==> src/rtl/bunch_sample_sync.sv <==
module bunch_sample_sync #(
  parameter int RING_CYCLES = 165,
  parameter int BUNCH_GAP   = 55,
  parameter int N_BUNCH     = 3,
  parameter int DLY_W       = 8,
  parameter int DAC_LAG     = 4
) (
  input  logic             clk_i,
  input  logic             rst_i,
  input  logic             ring_clk_i,
  input  logic             trig_i,
  input  logic [DLY_W-1:0] sync_dly_i,
  output logic             adc_en_o,
  output logic             dac_en_o,
  output logic             peak_en_o
);
  localparam int AW       = $clog2(RING_CYCLES);
  localparam int LAST_LEN = RING_CYCLES - (N_BUNCH - 1) * BUNCH_GAP;

  typedef enum logic [1:0] {IDLE, ARMED, HOLD, RUN} state_t;

  function automatic logic [RING_CYCLES-1:0] adc_map();
    logic [RING_CYCLES-1:0] m;
    int pos, len, n5, n4, lead;
    m   = '0;
    pos = 0;
    for (int k = 0; k < N_BUNCH; k++) begin
      len = (k == N_BUNCH - 1) ? LAST_LEN : BUNCH_GAP;
      n5  = 0;
      for (int j = 3; j >= 0; j--)
        if (((len - 5 * j) % 4) == 0) n5 = j;
      n4   = (len - 5 * n5) / 4;
      lead = n4 / 2;
      for (int s = 0; s < n4 + n5; s++) begin
        m[pos] = 1'b1;
        pos += (s >= lead && s < lead + n5) ? 5 : 4;
      end
    end
    return m;
  endfunction

  function automatic logic [RING_CYCLES-1:0] peak_map();
    logic [RING_CYCLES-1:0] m;
    m = '0;
    for (int k = 0; k < N_BUNCH; k++) m[k * BUNCH_GAP] = 1'b1;
    return m;
  endfunction

  localparam logic [RING_CYCLES-1:0] ADC_ROM  = adc_map();
  localparam logic [RING_CYCLES-1:0] PEAK_ROM = peak_map();

  state_t             state;
  logic [AW-1:0]      addr;
  logic [DLY_W-1:0]   dly_q, cnt;
  logic [2:0]         ring_sr;
  logic [DAC_LAG-1:0] dac_sr;

  wire ring_edge = ring_sr[1] & ~ring_sr[2];
  wire run       = (state == RUN);

  assign dac_en_o = dac_sr[DAC_LAG-1];

  always_ff @(posedge clk_i) begin
    if (rst_i) begin
      state     <= IDLE;
      addr      <= '0;
      cnt       <= '0;
      dly_q     <= sync_dly_i;
      ring_sr   <= '0;
      dac_sr    <= '0;
      adc_en_o  <= 1'b0;
      peak_en_o <= 1'b0;
    end else begin
      ring_sr   <= {ring_sr[1:0], ring_clk_i};
      adc_en_o  <= run & ADC_ROM[addr];
      peak_en_o <= run & PEAK_ROM[addr];
      dac_sr    <= {dac_sr[DAC_LAG-2:0], adc_en_o};
      case (state)
        IDLE:  if (trig_i) state <= ARMED;
        ARMED: if (ring_edge) begin
                 addr <= '0;
                 if (dly_q == '0) state <= RUN;
                 else begin
                   state <= HOLD;
                   cnt   <= dly_q - 1'b1;
                 end
               end
        HOLD:  if (cnt == '0) state <= RUN;
               else cnt <= cnt - 1'b1;
        RUN:   if (addr == AW'(RING_CYCLES - 1)) state <= IDLE;
               else addr <= addr + 1'b1;
        default: state <= IDLE;
      endcase
    end
  end
endmodule

==> config.mk <==
export PLATFORM = sky130hd
export DESIGN_NAME = bunch_sample_sync
export DESIGN_NICKNAME = d
export VERILOG_FILES = /design/src/rtl/bunch_sample_sync.sv
export SDC_FILE = /design/constraint.sdc
export NUM_CORES = 1
export LEC_CHECK = 0
export BUFFER_PORTS_ARGS = -buffer_cell sky130_fd_sc_hd__buf_2
export CORE_MARGIN = 1
export CORE_UTILIZATION = 59
export DETAILED_ROUTE_END_ITERATION = 16
export GPL_TIMING_DRIVEN = 0
export PLACE_DENSITY = 0.78
export SYNTH_ARGS = -nofsm -noshare
export SYNTH_HDL_FRONTEND = slang
export SYNTH_SLANG_ARGS = --single-unit
==> constraint.sdc <==
create_clock -name clk_i -period 3.3 [get_ports clk_i]
set_input_delay 0.66 -clock clk_i [delete_from_list [all_inputs] [get_ports clk_i]]
set_output_delay 0.66 -clock clk_i [all_outputs]
set_load 0.03 [all_outputs]
==> results.cfg, run 1 <==
[status]
status = finished clean

[clocking]
cts_made_buffers = 5
cts_setup_buffers = 0
cts_root_buf = clkbuf_4
clk_pin_slew_worst_paths_ns = 0.12
clock_tree.buffer_depth = 2
cts-hold-fix-buffers = 0
clock-sinks = 37
worst_skew_pair.late_latency_ns = 0.35
htreeDepth = 2
post_cts_resized = 0
cts_tree = done

[placed_design]
io_buffer_count = 14
gp_congestion = 0.901
hpwl_um = 3020
placed_cell_area_sq_mm = 0.00219

[power]
p_clk_frac = 0.178
p_sw_mw = 0.528
p_leak_nw = 0.803
internal_power_mw = 0.831
switching_share = 0.388
p_seq_frac = 0.434
power_frac_comb = 0.388
peakVddDrop_v = 0.000395
power_density_mw_per_mm2 = 605

[synthesis]
seq_area_frac_synth = 0.399
postSynth.asyncResetShare = 0
syn_inst = 228
syn_area_sq_mm = 0.00206
yosys_warnings = 0
synth_edf_count = 8
synth_top_area_share = 0.282
synth.largest_area_cell = dfxtp_1
ys_types = 59
ys.flop_type = dfxtp_1
synth_area_leaders = dfxtp_1, edfxtp_1, mux2i_1
synthesis.nets = 247
synth_area_per_cell_sq_um = 9.03
ys_ff_latch = 37

[sta]
fmax_mhz = 367
worstMarginPinSlew_ns = 0.784
finClkSkew_ns = 0.0108
layout_min_cycle_time_ns = 2.73
setup_viol = 0
rsz0062_at_grt = no
hold_viol_final = 0
maxSlewHeadroom = 0.473
timing.final.crit_share = 0.826
finalSetupTns_ns = 0
drv_slew = 0

[finish]
finish.instance_area_sq_mm = 0.00225
final_layout_size_suffix_gt1_frac = 0.160
diodes = 0
fillers = 278
area_delta_synth_final_pct = 9.05
layout.nets = 268

[global_route]
antenna_found_initial = 0
grt_overflow = 0
grt_pass1_vias = 1468
track_usage = 0.248
grt_pass1_wl_um = 6690
grt_max_degree = 14

[die]
placementRows = 21
boundaryPins = 15
floorplan.core_area_sq_mm = 0.00334
die_w_um = 61.1
dieArea_sq_mm = 0.00373
start_util = 0.617
chipHeight_um = 61.1

[critical_path]
cp.required_ns = 3.53
critPathKind = register to register
worstPathArrival_ns = 2.96
worst_path_max_delay_cell = nor3_1
cp_max_fo = 10
cpPeakStageDelay_ns = 0.65
path_buf_inv = 4
path_cells = inv_1, ha_1, buf_2, inv_2, a31oi_1, a21oi_1, nor3_1, buf_2, o21ai_0, a32oi_1, a21oi_1
worst-path-stages = 11
worstSetupStartpointType = register
cp-end-kind = register
r2r_cells = 11
path_delay_family = buffers and inverters

[flow_run]
max_cap_violations = 0

[detailed_routing]
drc = 0
drtIter0Drc = 144
viasPerCell = 5.98
drt-total-wl_um = 4080
ant_nets = 0
vias = 1769
drt-wirelength-per-cell_um = 13.8
dr.pass1.iters = 5

[hold_path]
hp-class = register to register
holdPathStages = 1
power by group through the flow:
stage	clock network, mW	registers (mW)	logic (mW)
2_1_floorplan	0	0.585	0.418
3_3_place_gp	0	0.597	0.506
3_5_place_dp	0	0.598	0.513
4_1_cts	0.250	0.588	0.519
5_1_grt	0.273	0.599	0.591
6_report	0.242	0.590	0.527
layout make-up:
class	instances	area, sq um	area share
multi-input combinational	175	1170	0.520
sequential	37	821	0.365
timing repair buffer	14	70.1	0.0312
tap	46	57.6	0.0256
buffer	8	40.0	0.0178
clock buffer	5	37.5	0.0167
inverter	8	30.0	0.0134
clock inverter	3	21.3	0.00947
cells in the mapped netlist, drive strengths merged, types with 2 or more instances:
library cell and number:
nand4 5, a211oi 4, nor4 3, nand3b 2, nand2b 2, a21o 2
a31oi 5, a2111oi 2, a32oi 3, or4 2, or2 4, and4 2
nand2 11, ha 7, and3b 2, nor2b 11, and2 3, a21oi 18
buf 3, dfxtp 29, o31ai 2, edfxtp 8, nand3 5, mux2i 13
clkbuf 5, nor2 26, o21ai 12, inv 8, nor3 9
kinds of logic (layout without fill, tap and decap cells):
| family | Yosys count | in the layout | synth area share |
|---|---|---|---|
| and+or+nand+nor | 92 | 92 | 0.242 |
| AOI/OAI and AO/OA | 60 | 60 | 0.204 |
| DFF | 37 | 37 | 0.399 |
| buffers and inverters | 16 | 38 | 0.0340 |
| muxes | 14 | 14 | 0.0705 |
| adders and majority gates | 7 | 7 | 0.0425 |
| xor gates and xnor gates | 2 | 2 | 0.00851 |
per-stage QoR:
stage          worst slack [ns]  instances  total power, mW   util  hold slack [ns]
2_1_floorplan             0.936        228             1.00      -            0.406
3_3_place_gp              0.622        288             1.10  0.655            0.419
3_5_place_dp              0.615        288             1.11  0.655            0.430
4_1_cts                   0.602        296             1.36  0.673            0.450
5_1_grt                   0.291        296             1.46  0.673            0.449
6_report                  0.574        296             1.36  0.673            0.444
metal layers:
layer  vias to the layer above  track usage  share of wire
li1                        893            -              -
met1                       785        0.363           0.50
met2                        79        0.348           0.41
met3                        12       0.0777          0.074
met4                         0       0.0747          0.018
met5                         -            0              0
cells in the final DEF, fill, tap and decap left out, types with 6 or more instances in the layout:
cell / count
dfxtp_1: 29
nor2_1: 25
buf_2: 16
a21oi_1: 16
mux2i_1: 12
nand2_1: 11
nor2b_1: 11
nor3_1: 9
o21ai_0: 9
edfxtp_1: 8
ha_1: 7
inv_1: 6
worst paths after layout:
path | startpoint | to | slack, ns
max | state[0] | cnt[5] | 0.57
min | ring_sr[0] | ring_sr[1] | 0.44
max reg2reg | state[0] | cnt[5] | 0.57
min reg2reg | ring_sr[0] | ring_sr[1] | 0.44
sequential cells by signal, indices dropped and copies added, names as in the netlist, named ones only:
| register | count |
|---|---|
| addr | 8 |
| dac_sr | 4 |
| cnt | 8 |
| ring_sr | 3 |
| state | 2 |
| dly_q | 8 |
| adc_en_o | 1 |
| peak_en_o | 1 |
No activity file was read; power rests on OpenSTA's default activity.
==> run 2: changes to the inputs <==
Clock period 3.3 ns to 2.8 ns, I/O delays scaled along.
==> run 2 against run 1 <==
Utilization up 0.60 points. Via count up 0.23%. Largest power group unchanged. Largest cell class unchanged. Register-to-register slack worse by 0.42 ns.
==> results.cfg, run 2 (synthesis results as in run 1) <==
[clocking]
cts_root_buf = clkbuf_4
cts_made_buffers = 5
clock-sinks = 37
htreeDepth = 2
cts_tree = done
clock_tree.buffer_depth = 2
cts-hold-fix-buffers = 0
clk_pin_slew_worst_paths_ns = 0.12
worst_skew_pair.late_latency_ns = 0.35

[die]
die_w_um = 61.1
placementRows = 21
dieArea_sq_mm = 0.00373
chipHeight_um = 61.1
start_util = 0.617
floorplan.core_area_sq_mm = 0.00334
boundaryPins = 15

[flow_run]
max_cap_violations = 0

[power]
p_seq_frac = 0.434
p_clk_frac = 0.177
power_frac_comb = 0.389
p_sw_mw = 0.624
switching_share = 0.388
peakVddDrop_v = 0.000468
p_leak_nw = 0.806
power_density_mw_per_mm2 = 710
internal_power_mw = 0.985

[finish]
layout_commonest_cell = dfxtp_1
stdcell_count = 296
layout_common_cells = dfxtp_1, nor2_1, buf_2, a21oi_1, mux2i_1
final_layout_size_suffix_gt1_frac = 0.176
diodes = 0
area_delta_synth_final_pct = 10.0
layout.nets = 268
utilization = 0.679
reg.largest.list = addr (8), cnt (8), dly_q (8)

[placed_design]
place_inst = 288
gp_congestion = 0.901
io_buffer_count = 14
hpwl_um = 3020

[detailed_routing]
ant_nets = 0
viasPerCell = 5.99
drt-wirelength-per-cell_um = 13.8
drt-total-wl_um = 4090
dr.pass1.iters = 5
vias = 1773
drc = 0
drtIter0Drc = 138

[critical_path]
cp_max_fo = 9
cp-end-kind = register
worstPathArrival_ns = 2.89
worstSetupStartpointType = register
cp.required_ns = 3.05
critPathKind = register to register

[sta]
layout_min_cycle_time_ns = 2.64
fmax_mhz = 378
timing.final.crit_share = 0.944
drv_slew = 0
rsz0062_at_grt = no
hold_viol_final = 0
finalSetupTns_ns = 0
worstMarginPinSlew_ns = 0.705
setup_viol = 0
finClkSkew_ns = 0.00813
maxSlewHeadroom = 0.529

[global_route]
grt_pass1_vias = 1468
grt_max_degree = 14
track_usage = 0.248
grt_pass1_wl_um = 6690
antenna_found_initial = 0
grt_overflow = 0

[hold_path]
hp-class = input pin to register

[status]
status = finished clean
-- run 2: final cells by class --
type / count / area (sq um)
Multi-Input combinational cell: 175 / 1190
Fill cell: 278 / 1070
Sequential cell: 37 / 822
Timing Repair Buffer: 14 / 70.1
Tap cell: 46 / 57.6
Buffer: 8 / 40.0
Clock buffer: 5 / 37.5
Inverter: 8 / 30.0
Clock inverter: 3 / 21.3
-- run 2: power groups by stage --
stage               sequential [mW]  combinational (mW)  clock, mW
floorplan                     0.690               0.493          0
global placement              0.703               0.596          0
detailed placement            0.705               0.605          0
CTS                           0.693               0.612      0.295
global route                  0.708               0.703      0.322
finish                        0.697               0.626      0.285
-- run 2: critical path: stages, from the launching register on --
cell and delay, ns:
dfxtp_2 0.38, inv_1 0.07, ha_1 0.19, buf_6 0.14, nand3b_1 0.20, a211o_1 0.40
o21ai_1 0.24, a21oi_4 0.12, nand2b_1 0.16, a2111oi_0 0.38, o21ai_1 0.13, o211a_1 0.13
-- run 2: path summary, 6_finish.rpt --
path | slack [ns] | cells after the start | endpoint | startpoint
setup reg to reg | 0.16 | 11 | register | state[1]
hold / removal | 0.38 | 1 | dly_q[0] | sync_dly_i[0]
hold reg to reg | 0.45 | 1 | ring_sr[1] | ring_sr[0]
setup / recovery | 0.16 | 11 | register | state[1]
-- run 2: layer usage --
layer / part of all wire / global-route usage / up-vias / routed length [um]
li1: - / - / 895 / -
met1: 0.50 / 0.363 / 805 / 2040
met2: 0.42 / 0.348 / 66 / 1700
met3: 0.070 / 0.0777 / 7 / 288
met4: 0.013 / 0.0747 / 0 / 55
met5: 0 / 0 / - / 0
-- run 2: repair_timing --
item                                    CTS  global route
resized for setup                         0             5
setup buffers                             0             0
endpoints found under the setup margin    0             8
-- run 2: through the flow --
step / setup slack [ns] / instance area (sq um) / power (mW) / hold slack (ns)
finish: 0.158 / 2270 / 1.61 / 0.383
global route: 0.0107 / 2270 / 1.73 / 0.349
CTS: 0.102 / 2250 / 1.60 / 0.372
detailed placement: 0.115 / 2190 / 1.31 / 0.430
global placement: 0.122 / 2190 / 1.30 / 0.419
floorplan: 0.436 / 2060 / 1.18 / 0.406
==> run 3: changes to the inputs <==
Settings changed: SETUP_SLACK_MARGIN set to 0.2.
==> run 3 against run 2 <==
Cell count unchanged. Utilization up 0.79 points. Sequential cell count unchanged. Power up 0.88%. Critical path type unchanged. Clock skew down 0.00055 ns. Maximum frequency up 2.5%. Combinational power up 2%. Via count down 0.34%. Die area unchanged.
==> results.cfg, run 3 (synthesis results as in run 1) <==
[status]
status = finished clean

[hold_path]
hp-class = input pin to register
hp-start = sync_dly_i[0]

[global_route]
antenna_found_initial = 0
grt_pass1_vias = 1469
grt_overflow = 0
grt_pass1_wl_um = 6710
track_usage = 0.248
grt_max_degree = 14

[finish]
layout_common_cells = dfxtp_1, nor2_1, buf_2, a21oi_1, mux2i_1
register_area_sq_um = 822
layout_commonest_cell = dfxtp_1
layout.nets = 268
finish.instance_area_sq_mm = 0.00229
reg.largest.list = addr (8), cnt (8), dly_q (8)
final_layout_size_suffix_gt1_frac = 0.192
area_delta_synth_final_pct = 11.3
multi_input_area_sq_mm = 0.00121
fillers = 275
diodes = 0

[critical_path]
worst_path_max_delay_cell = a211o_4
path_delay_family = compound AO/OA/AOI/OAI gates
worstPathArrival_ns = 2.82
worstSetupStartpointType = register
path_cells = inv_1, ha_1, buf_6, nand3b_1, a211o_4, o21ai_2, a21oi_4, nand2b_1, a2111oi_0, o21ai_1, o211a_1
worstSetupStartpoint = state[1]
cp-end-kind = register
cp_max_fo = 9
reg2reg_from = state[1]
cp.required_ns = 3.05
critPathKind = register to register
cpPeakStageDelay_ns = 0.39
path_buf_inv = 2

[power]
power_density_mw_per_mm2 = 708
peakVddDrop_v = 0.000469
p_leak_nw = 0.815

[sta]
drv_slew = 0
finalSetupTns_ns = 0
rsz0062_at_grt = yes
hold_viol_final = 0
fmax_mhz = 388
finClkSkew_ns = 0.00757
layout_min_cycle_time_ns = 2.58
timing.final.crit_share = 0.920
setup_slack_ns = 0.223
setup_viol = 0
maxSlewHeadroom = 0.553
worstMarginPinSlew_ns = 0.668

[clocking]
cts_tree = done
htreeDepth = 2
clock-sinks = 37
cts_made_buffers = 5
clock_tree.buffer_depth = 2
clk_pin_slew_worst_paths_ns = 0.12
cts_root_buf = clkbuf_4
worst_skew_pair.late_latency_ns = 0.35

[detailed_routing]
drt-wirelength-per-cell_um = 13.8
drc = 0
top_layer_used = met4
wl_met2_um = 1690
drtIter0Drc = 150
viasPerCell = 5.97
vias = 1767
m1WireLength_um = 2050
ant_nets = 0
drt-total-wl_um = 4090
dr_wl_met3_um = 292
dr.pass1.iters = 4

[flow_run]
max_cap_violations = 0

[placed_design]
placed_cell_area_sq_mm = 0.00219
gp_congestion = 0.901
hpwl_um = 3020
place_ws_ns = 0.115
io_buffer_count = 14

[die]
boundaryPins = 15
die_w_um = 61.1
chipHeight_um = 61.1
start_util = 0.617
dieArea_sq_mm = 0.00373
floorplan.core_area_sq_mm = 0.00334
placementRows = 21
## run 3: per-stage QoR
stage,hold slack (ns),utilization,cells,power (mW)
after floorplan,0.406,-,228,1.18
after global placement,0.419,0.655,288,1.30
after detailed placement,0.430,0.655,288,1.31
after CTS,0.372,0.676,296,1.61
after global routing,0.349,0.687,296,1.75
final,0.381,0.687,296,1.62
## run 3: power by group
| part | total, mW | internal, mW | leakage [nW] | switching (mW) |
|---|---|---|---|---|
| Sequential | 0.697 | 0.624 | 0.314 | 0.0725 |
| Combinational | 0.640 | 0.267 | 0.469 | 0.373 |
| Clock | 0.285 | 0.0992 | 0.0316 | 0.186 |
| Total | 1.62 | 0.991 | 0.815 | 0.632 |
## run 3: layout make-up
class	instances	area share
Tap cell	46	0.0251
Buffer	8	0.0180
Sequential cell	37	0.359
Clock buffer	5	0.0164
Timing Repair Buffer	14	0.0306
Inverter	8	0.0131
Clock inverter	3	0.00928
Multi-Input combinational cell	175	0.529
## run 3: final timing paths
| check | to | slack [ns] | depth (start not counted) |
|---|---|---|---|
| setup / recovery | register | 0.22 | 11 |
| hold / removal | dly_q[0] | 0.38 | 1 |
| hold reg to reg | ring_sr[1] | 0.45 | 1 |
| setup reg to reg | register | 0.22 | 11 |
## run 3: what timing repair did
action | CTS | global route
hold buffers | 0 | 0
gates resized for setup | 3 | 9
setup endpoints to repair | 5 | 6
buffers inserted | 0 | 0
pin swaps | 0 | 2
## run 3: routing by layer
layer | GRT usage | up-vias
met4 | 0.0747 | 0
met2 | 0.348 | 79
met5 | 0 | -
met1 | 0.365 | 789
li1 | - | 891
met3 | 0.0777 | 8
